`src/rtl/wdog_pkg.sv`:
```
package wdog_pkg;
   localparam int BCD_W       = 4;
   localparam int BYTE_W      = 8;
   localparam int CTL_EN_BIT  = 0;
   localparam int CTL_RE_BIT  = 1;
   localparam int STS_EXP_BIT = 0;

   typedef enum logic [1:0] {
      RK_COUNT  = 2'd0,
      RK_CTRL   = 2'd1,
      RK_STATUS = 2'd2,
      RK_NONE   = 2'd3
   } reg_kind_t;
endpackage

```
`src/rtl/wdog_bcd_digit.sv`:
```
module wdog_bcd_digit
   import wdog_pkg::*;
(
   input  logic [BCD_W-1:0] digit_i,
   input  logic             borrow_i,
   output logic [BCD_W-1:0] digit_o,
   output logic             borrow_o
);
   always_comb begin
      if (!borrow_i) begin
         digit_o  = digit_i;
         borrow_o = 1'b0;
      end else if (digit_i == '0) begin
         digit_o  = BCD_W'(9);
         borrow_o = 1'b1;
      end else begin
         digit_o  = digit_i - BCD_W'(1);
         borrow_o = 1'b0;
      end
   end

   always_comb begin
      if (digit_i <= BCD_W'(9))
         AST_DIGIT_IN_RANGE: assert (digit_o <= BCD_W'(9));
   end
endmodule

```
`src/rtl/wdog_bcd_dec.sv`:
```
module wdog_bcd_dec
   import wdog_pkg::*;
#(
   parameter int NDIG = 4,
   localparam int VW  = NDIG * BCD_W
)(
   input  logic [VW-1:0] value_i,
   output logic [VW-1:0] value_o,
   output logic          was_zero_o
);
   logic [NDIG:0] borrow;
   assign borrow[0] = 1'b1;

   generate
      for (genvar g = 0; g < NDIG; g++) begin : g_digit
         wdog_bcd_digit u_digit (
            .digit_i  (value_i[g*BCD_W +: BCD_W]),
            .borrow_i (borrow[g]),
            .digit_o  (value_o[g*BCD_W +: BCD_W]),
            .borrow_o (borrow[g+1])
         );
      end
   endgenerate

   // a borrow out of the top digit means every digit was zero
   assign was_zero_o = borrow[NDIG];
endmodule

```
`src/rtl/wdog_counter.sv`:
```
module wdog_counter
   import wdog_pkg::*;
#(
   parameter int NDIG   = 4,
   localparam int VW     = NDIG * BCD_W,
   localparam int NBYTES = NDIG / 2,
   localparam int IW     = (NBYTES > 1) ? $clog2(NBYTES) : 1
)(
   input  logic              clk,
   input  logic              rst_n,
   input  logic              tick_i,
   input  logic              enable_i,
   input  logic              cnt_wr_i,
   input  logic              cnt_rd_i,
   input  logic [IW-1:0]     byte_idx_i,
   input  logic [BYTE_W-1:0] wdata_i,
   output logic [VW-1:0]     count_o,
   output logic              hit_o
);
   logic [VW-1:0] count_q, seed_q, dec_val;
   logic          is_zero, dec_go, access;

   wdog_bcd_dec #(.NDIG(NDIG)) u_dec (
      .value_i    (count_q),
      .value_o    (dec_val),
      .was_zero_o (is_zero)
   );

   assign access = cnt_wr_i || cnt_rd_i;
   assign dec_go = tick_i && enable_i && !is_zero && !access;
   assign hit_o  = dec_go && (dec_val == '0);

   always_ff @(posedge clk or negedge rst_n) begin
      if (!rst_n) begin
         count_q <= '0;
         seed_q  <= '0;
      end else if (cnt_wr_i) begin
         for (int b = 0; b < NBYTES; b++) begin
            if (byte_idx_i == IW'(b)) begin
               count_q[b*BYTE_W +: BYTE_W] <= wdata_i;
               seed_q [b*BYTE_W +: BYTE_W] <= wdata_i;
            end else if (enable_i) begin
               count_q[b*BYTE_W +: BYTE_W] <= seed_q[b*BYTE_W +: BYTE_W];
            end
         end
      end else if (cnt_rd_i && enable_i) begin
         count_q <= seed_q;
      end else if (dec_go) begin
         count_q <= dec_val;
      end
   end

   assign count_o = count_q;

   AST_ZERO_HOLDS: assert property (@(posedge clk) disable iff (!rst_n)
      (count_q == '0 && !access) |=> (count_q == '0));

   AST_IDLE_IS_STORAGE: assert property (@(posedge clk) disable iff (!rst_n)
      (!enable_i && !cnt_wr_i) |=> $stable(count_q));

   AST_ACCESS_BEATS_TICK: assert property (@(posedge clk) disable iff (!rst_n)
      (cnt_wr_i && tick_i) |=> (count_q[byte_idx_i*BYTE_W +: BYTE_W] == $past(wdata_i)));
endmodule

```
`src/rtl/wdog_flags.sv`:
```
module wdog_flags
   import wdog_pkg::*;
#(
   parameter bit REQ_HOLD = 1'b0
)(
   input  logic clk,
   input  logic rst_n,
   input  logic ctl_wr_i,
   input  logic ctl_en_i,
   input  logic ctl_re_i,
   input  logic sts_wr_i,
   input  logic sts_bit_i,
   input  logic hit_i,
   output logic enable_o,
   output logic rst_en_o,
   output logic flag_o,
   output logic rst_req_o
);
   logic en_q, re_q, flag_q, req_q, clear;

   assign clear = sts_wr_i && !sts_bit_i;

   always_ff @(posedge clk or negedge rst_n) begin
      if (!rst_n) begin
         en_q <= 1'b0;
         re_q <= 1'b0;
      end else if (ctl_wr_i) begin
         en_q <= ctl_en_i;
         re_q <= ctl_re_i;
      end
   end

   always_ff @(posedge clk or negedge rst_n) begin
      if (!rst_n)      flag_q <= 1'b0;
      else if (hit_i)  flag_q <= 1'b1;
      else if (clear)  flag_q <= 1'b0;
   end

   generate
      if (REQ_HOLD) begin : g_req_level
         always_ff @(posedge clk or negedge rst_n) begin
            if (!rst_n)              req_q <= 1'b0;
            else if (hit_i && re_q)  req_q <= 1'b1;
            else if (clear)          req_q <= 1'b0;
         end
      end else begin : g_req_pulse
         always_ff @(posedge clk or negedge rst_n) begin
            if (!rst_n) req_q <= 1'b0;
            else        req_q <= hit_i && re_q;
         end
      end
   endgenerate

   assign enable_o  = en_q;
   assign rst_en_o  = re_q;
   assign flag_o    = flag_q;
   assign rst_req_o = req_q;

   AST_REQ_HAS_FLAG: assert property (@(posedge clk) disable iff (!rst_n)
      (req_q && !$past(clear)) |-> flag_q);

   AST_FLAG_STICKY: assert property (@(posedge clk) disable iff (!rst_n)
      (flag_q && !clear) |=> flag_q);

   AST_NO_REQ_UNARMED: assert property (@(posedge clk) disable iff (!rst_n)
      (!re_q && !REQ_HOLD) |=> !req_q);
endmodule

```
`src/rtl/bcd_wdog.sv`:
```
module bcd_wdog
   import wdog_pkg::*;
#(
   parameter int  NDIG     = 4,
   parameter bit  REQ_HOLD = 1'b0,
   localparam int NBYTES   = NDIG / 2,
   localparam int AW       = $clog2(NBYTES + 2)
)(
   input  logic              clk,
   input  logic              rst_n,
   input  logic              tick_i,
   input  logic              reg_wr_i,
   input  logic              reg_rd_i,
   input  logic [AW-1:0]     reg_addr_i,
   input  logic [BYTE_W-1:0] reg_wdata_i,
   output logic [BYTE_W-1:0] reg_rdata_o,
   output logic              rst_req_o
);
   localparam int VW = NDIG * BCD_W;
   localparam int IW = (NBYTES > 1) ? $clog2(NBYTES) : 1;
   localparam logic [AW-1:0] A_CTRL   = AW'(NBYTES);
   localparam logic [AW-1:0] A_STATUS = AW'(NBYTES + 1);

   generate
      if (NDIG < 2 || (NDIG % 2) != 0) begin : g_bad_ndig
         $error("NDIG must be an even count of at least two digits");
      end
   endgenerate

   reg_kind_t         kind;
   logic [IW-1:0]     idx;
   logic              cnt_wr, cnt_rd, ctl_wr, sts_wr;
   logic              enable, rst_en, flag, hit;
   logic [VW-1:0]     count, snap_q;
   logic [BYTE_W-1:0] rdata_q, rd_mux;

   always_comb begin
      if (reg_addr_i < A_CTRL)        kind = RK_COUNT;
      else if (reg_addr_i == A_CTRL)  kind = RK_CTRL;
      else if (reg_addr_i == A_STATUS) kind = RK_STATUS;
      else                            kind = RK_NONE;
   end

   assign idx    = reg_addr_i[IW-1:0];
   assign cnt_wr = reg_wr_i && (kind == RK_COUNT);
   assign cnt_rd = reg_rd_i && !reg_wr_i && (kind == RK_COUNT);
   assign ctl_wr = reg_wr_i && (kind == RK_CTRL);
   assign sts_wr = reg_wr_i && (kind == RK_STATUS);

   wdog_counter #(.NDIG(NDIG)) u_cnt (
      .clk        (clk),
      .rst_n      (rst_n),
      .tick_i     (tick_i),
      .enable_i   (enable),
      .cnt_wr_i   (cnt_wr),
      .cnt_rd_i   (cnt_rd),
      .byte_idx_i (idx),
      .wdata_i    (reg_wdata_i),
      .count_o    (count),
      .hit_o      (hit)
   );

   wdog_flags #(.REQ_HOLD(REQ_HOLD)) u_flags (
      .clk       (clk),
      .rst_n     (rst_n),
      .ctl_wr_i  (ctl_wr),
      .ctl_en_i  (reg_wdata_i[CTL_EN_BIT]),
      .ctl_re_i  (reg_wdata_i[CTL_RE_BIT]),
      .sts_wr_i  (sts_wr),
      .sts_bit_i (reg_wdata_i[STS_EXP_BIT]),
      .hit_i     (hit),
      .enable_o  (enable),
      .rst_en_o  (rst_en),
      .flag_o    (flag),
      .rst_req_o (rst_req_o)
   );

   always_comb begin
      rd_mux = '0;
      unique case (kind)
         RK_COUNT: begin
            if (idx == '0) rd_mux = count[BYTE_W-1:0];
            else           rd_mux = snap_q[idx*BYTE_W +: BYTE_W];
         end
         RK_CTRL: begin
            rd_mux[CTL_EN_BIT] = enable;
            rd_mux[CTL_RE_BIT] = rst_en;
         end
         RK_STATUS: rd_mux[STS_EXP_BIT] = flag;
         default:   rd_mux = '0;
      endcase
   end

   always_ff @(posedge clk or negedge rst_n) begin
      if (!rst_n) begin
         snap_q  <= '0;
         rdata_q <= '0;
      end else if (reg_rd_i) begin
         rdata_q <= rd_mux;
         if (cnt_rd && idx == '0) snap_q <= count;
      end
   end

   assign reg_rdata_o = rdata_q;

   AST_RDATA_HOLDS: assert property (@(posedge clk) disable iff (!rst_n)
      !reg_rd_i |=> $stable(reg_rdata_o));
endmodule

```
`config.mk`:
```
export PLATFORM = sky130hd
export DESIGN_NAME = bcd_wdog
export DESIGN_NICKNAME = d
export VERILOG_FILES = /design/src/rtl/wdog_pkg.sv /design/src/rtl/wdog_bcd_digit.sv /design/src/rtl/wdog_bcd_dec.sv /design/src/rtl/wdog_counter.sv /design/src/rtl/wdog_flags.sv /design/src/rtl/bcd_wdog.sv
export SDC_FILE = /design/constraint.sdc
export NUM_CORES = 1
export LEC_CHECK = 0
export BUFFER_PORTS_ARGS = -buffer_cell sky130_fd_sc_hd__buf_2
export CAP_MARGIN = 20
export CORE_MARGIN = 5
export CORE_UTILIZATION = 45
export DETAILED_ROUTE_END_ITERATION = 10
export PLACE_DENSITY_LB_ADDON = 0.2
export SLEW_MARGIN = 20
export SYNTH_ARGS = -nofsm -noshare
export SYNTH_HDL_FRONTEND = slang
export SYNTH_HIERARCHICAL = 1
export SYNTH_SLANG_ARGS = --single-unit
```
`constraint.sdc`:
```
create_clock -name clk -period 7.2 [get_ports clk]
set_input_delay 0.72 -clock clk [delete_from_list [all_inputs] [get_ports clk]]
set_output_delay 0.72 -clock clk [all_outputs]
set_load 0.05 [all_outputs]
```
==> summary.txt <==
Logic synthesis
  • Gate Count Post-Synth: 280
  • Most instantiated flip-flop cell in the synthesis netlist: dfrtp_1
  • Async set or reset register ratio after synthesis: 1.000
  • Post-synthesis instance area: between 3000 and 4000 µm²
  • Number of register bits inferred by synthesis: 52
  • Synthesized area per cell: roughly 11 µm²
  • Ys Warns: 6
  • Number of enable-type register cells in the synthesized netlist: 0
  • Proportion of synthesized chip area in sequential cells: 0.4305
  • Distinct cell type count after synthesis: 42

Placement
  • Half-perimeter wire length of the detailed placement result: approximately 4.6 mm
  • Weighted congestion at the end of routability-driven global placement: around 0.85
  • Total placed cells including tap cells: 367
  • Placed instance area: ~3100 µm²
  • Buffers added on ports: 23

GRT
  • Total congestion overflow after global routing: 0
  • Global-route wire length before repair: 10.90 mm
  • Via count of the first global-routing pass: approximately 2100
  • Number of antenna violations at the first check in global routing: 0
  • All-Layer GR Usage: 0.1608
  • Largest net degree at the start of global routing: 53

Power
  • Gate power share: 0.354
  • Power density over the cells: approximately 320 nW/µm²
  • Sequential share of power: 0.480
  • Clk network pwr share: 0.166
  • Switching component of the power: roughly 0.0004 W
  • Cell internal pwr: about 0.00064 W
  • Leakage: between 1 and 1.5 nW
  • Peak supply drop: approximately 150 µV
  • Switching fraction of total power: 0.3825

Floorplanning
  • Top Ports: 24
  • Chip Width: 91.96 µm
  • Die Span Y: around 92 µm
  • Area of the die: between 8000 and 9000 µm²
  • Effective utilization at floorplan: 0.4680
  • Std-Cell Rows: 29
  • Core area: about 6500 µm²

STA
  • Period utilisation layout: 0.5724
  • Worst relative slew slack: 0.3118
  • Number of endpoints with negative hold slack in the final report: 0
  • Max Clock Freq: roughly 240 MHz
  • Number of max-slew violations in the final report: 0
  • Setup repair after global routing missed its margin: no
  • Worst Tran Pin Value: between 1000 and 1500 ps
  • Sum Neg Setup Slack: 0 ps
  • Final setup violation count: 0
  • Final worst path period need: 4121 ps
  • Worst Clk Skew: 4.381 ps

CTS
  • Post-CTS Setup Repair Bufs: 0
  • Count of hold-fix buffers inserted at cts: 0
  • Number of buffers on the longest clock path: 2
  • Number of levels the H-tree was split into: 2
  • Clock transition time at the flip-flop clock pins of the worst setup and hold paths: 90 ps
  • CTS tree: yes
  • CTS Sinks: 52
  • Total CTS buffers: 5
  • Count of instances resized after the clock tree is built: 0
  • Clock Tree Root: clkbuf_8
  • Clock insertion delay at the later pin of the skew report: around 300 ps

Setup path
  • Kind of end point of the critical path: flop
  • Startpoint of the worst-slack reg-to-reg timing path: u_cnt/count_o[0]
  • Worst-case reg-to-reg path depth: 11
  • Reg-to-reg slack, setup: 3080 ps
  • Maximum fanout along the worst path: 16
  • Worst flop-to-flop path endpoint: u_cnt/count_o[8]
  • Kind of critical path: reg -> reg
  • Data required time at the worst endpoint: approximately 7300 ps
  • Crit-path max cell delay: 760 ps
  • Data arrival time of the critical path: ~4300 ps
  • Nature of the critical path startpoint: flop
  • Critical-path top delay cell: o31ai_2
  • Ordered cell list for the critical path: nand2b_4 > nor4_1 > nand2b_4 > nor4_1 > nand2b_4 > nor4_1 > nand2b_4 > nor4_1 > nor2b_1 > o31ai_2 > o21ai_0

Min path
  • Hold WC Path Type: reg -> reg
  • Capture endpoint of the worst hold path: reg_rdata_o[1]
  • Number of stages on the worst hold path: 1
  • Hold Crit Start: reg_rdata_o[1]

Cells and area
  • Layout-stage area growth over the synthesis result: 7.243%
  • Number of standard cells in the final layout excluding fillers: 375
  • Area of all placed cells without fillers: 3242 µm²
  • Most common cell after layout, fill and taps aside: dfrtp_1
  • Share of final-layout standard cells stronger than drive strength 1: 0.3020
  • Number of antenna diodes: 0
  • Most frequent cells in the layout: dfrtp_1 (52), mux2_2 (43), nand2_1 (24), mux2i_1 (24), buf_2 (23)
  • Net total in the final layout: roughly 310

Detailed routing
  • Routed len/inst: about 17 µm
  • Final wirelength: 6.447 mm
  • Vias after detailed routing: roughly 2100
  • Number of violations reported at the end of detailed-routing iteration 0: roughly 120
  • Count of nets left with antenna violations after detail routing: 0
  • Routed via count divided by cell count: between 5 and 6
  • DRC violations left: 0
  • Router iterations before antenna repair: 4

Outcome
  • Run status: complete, no violations

Run
  • Maxcap violations: 0
layer usage:
| metal | vias up | GRT usage | part of all wire |
|---|---|---|---|
| met4 | 0 | 0.04703 | 0.0079 |
| li1 | 1054 | - | - |
| met3 | 5 | 0.02864 | 0.034 |
| met2 | 35 | 0.2348 | 0.43 |
| met5 | - | 0 | 0 |
| met1 | 1028 | 0.2426 | 0.53 |
flip-flops by register name, indices dropped and copies added, names as in the netlist:
name               flops
u_cnt/count_o         16
u_cnt/seed_q          16
reg_rdata_o            8
snap_q                 8
u_flags/enable_o       1
u_flags/flag_o         1
u_flags/rst_en_o       1
u_flags/rst_req_o      1
critical path, delay by kind of cell (launching register included):
kind,cells,cell delay [ps]
AND/OR/NAND/NOR,9,2540
flip-flops,1,420
AO/OA/AOI/OAI,2,1000
power by group through the flow:
stage	Sequential (W)	Clock, W	Combinational (W)
finish	0.000494	0.000172	0.000365
global route	0.000515	0.000192	0.000400
CTS	0.000493	0.000181	0.000365
detailed placement	0.000500	0	0.000364
global placement	0.000495	0	0.000361
floorplan	0.000504	0	0.000252
worst max path at each step:
| stage | startpoint | endpoint | slack (ps) |
|---|---|---|---|
| 6_report | u_cnt/count_o[0] | u_cnt/count_o[8] | 3080 |
| 5_1_grt | u_cnt/count_o[0] | u_cnt/count_o[9] | 2810 |
| 4_1_cts | u_cnt/count_o[0] | u_cnt/count_o[8] | 3050 |
| 3_5_place_dp | u_cnt/count_o[0] | u_cnt/count_o[8] | 3070 |
| 3_3_place_gp | u_cnt/count_o[0] | u_cnt/count_o[8] | 3300 |
| 2_1_floorplan | u_cnt/count_o[0] | u_cnt/count_o[11] | 3840 |
final cells by class:
| class | count | area [µm²] |
|---|---|---|
| Fill cell | 596 | 3217 |
| Tap cell | 77 | 96.34 |
| Clock buffer | 6 | 82.58 |
| Sequential cell | 52 | 1301 |
| Inverter | 7 | 26.28 |
| Clock inverter | 2 | 10.01 |
| Multi-Input combinational cell | 207 | 1603 |
| Timing Repair Buffer | 24 | 122.6 |
Yosys cell counts (all sizes together) (6+ instances only):
master / count / area, µm²
xor2: 8 / 70.07
nor2: 7 / 26.28
a211oi: 8 / 60.06
and3: 9 / 57.56
mux2: 43 / 484.2
nor3: 10 / 61.31
nand2: 26 / 107.6
buf: 13 / 87.58
inv: 7 / 26.28
nor4: 8 / 50.05
nand2b: 7 / 73.82
o21ai: 20 / 100.1
dfrtp: 52 / 1301
a21o: 6 / 50.04
o22ai: 6 / 37.54
mux2i: 24 / 240.2
a21oi: 8 / 40.04
through the flow:
| step | util | hold slack (ps) | power (W) | setup slack (ps) |
|---|---|---|---|---|
| after floorplan | - | 424.4 | 0.0007560 | 3836 |
| after global placement | 0.4876 | 456.3 | 0.0008557 | 3305 |
| after detailed placement | 0.4876 | 463.9 | 0.0008637 | 3066 |
| after CTS | 0.5019 | 485.8 | 0.001039 | 3049 |
| after global routing | 0.5019 | 494.2 | 0.001107 | 2811 |
| final | 0.5019 | 478.1 | 0.001031 | 3079 |
logic make-up (layout without fill, tap and decap cells):
kind of cell / Yosys count / in the layout / share of synthesized area
mux: 67 / 67 / 0.2397
flops: 52 / 52 / 0.4305
simple gates: 77 / 77 / 0.1507
compound gates: 53 / 53 / 0.1142
xor+xnor: 8 / 8 / 0.02318
buf+inv: 22 / 39 / 0.04056
other cells: 1 / 2 / 0.001241
Power figures use the tool's default switching activity.
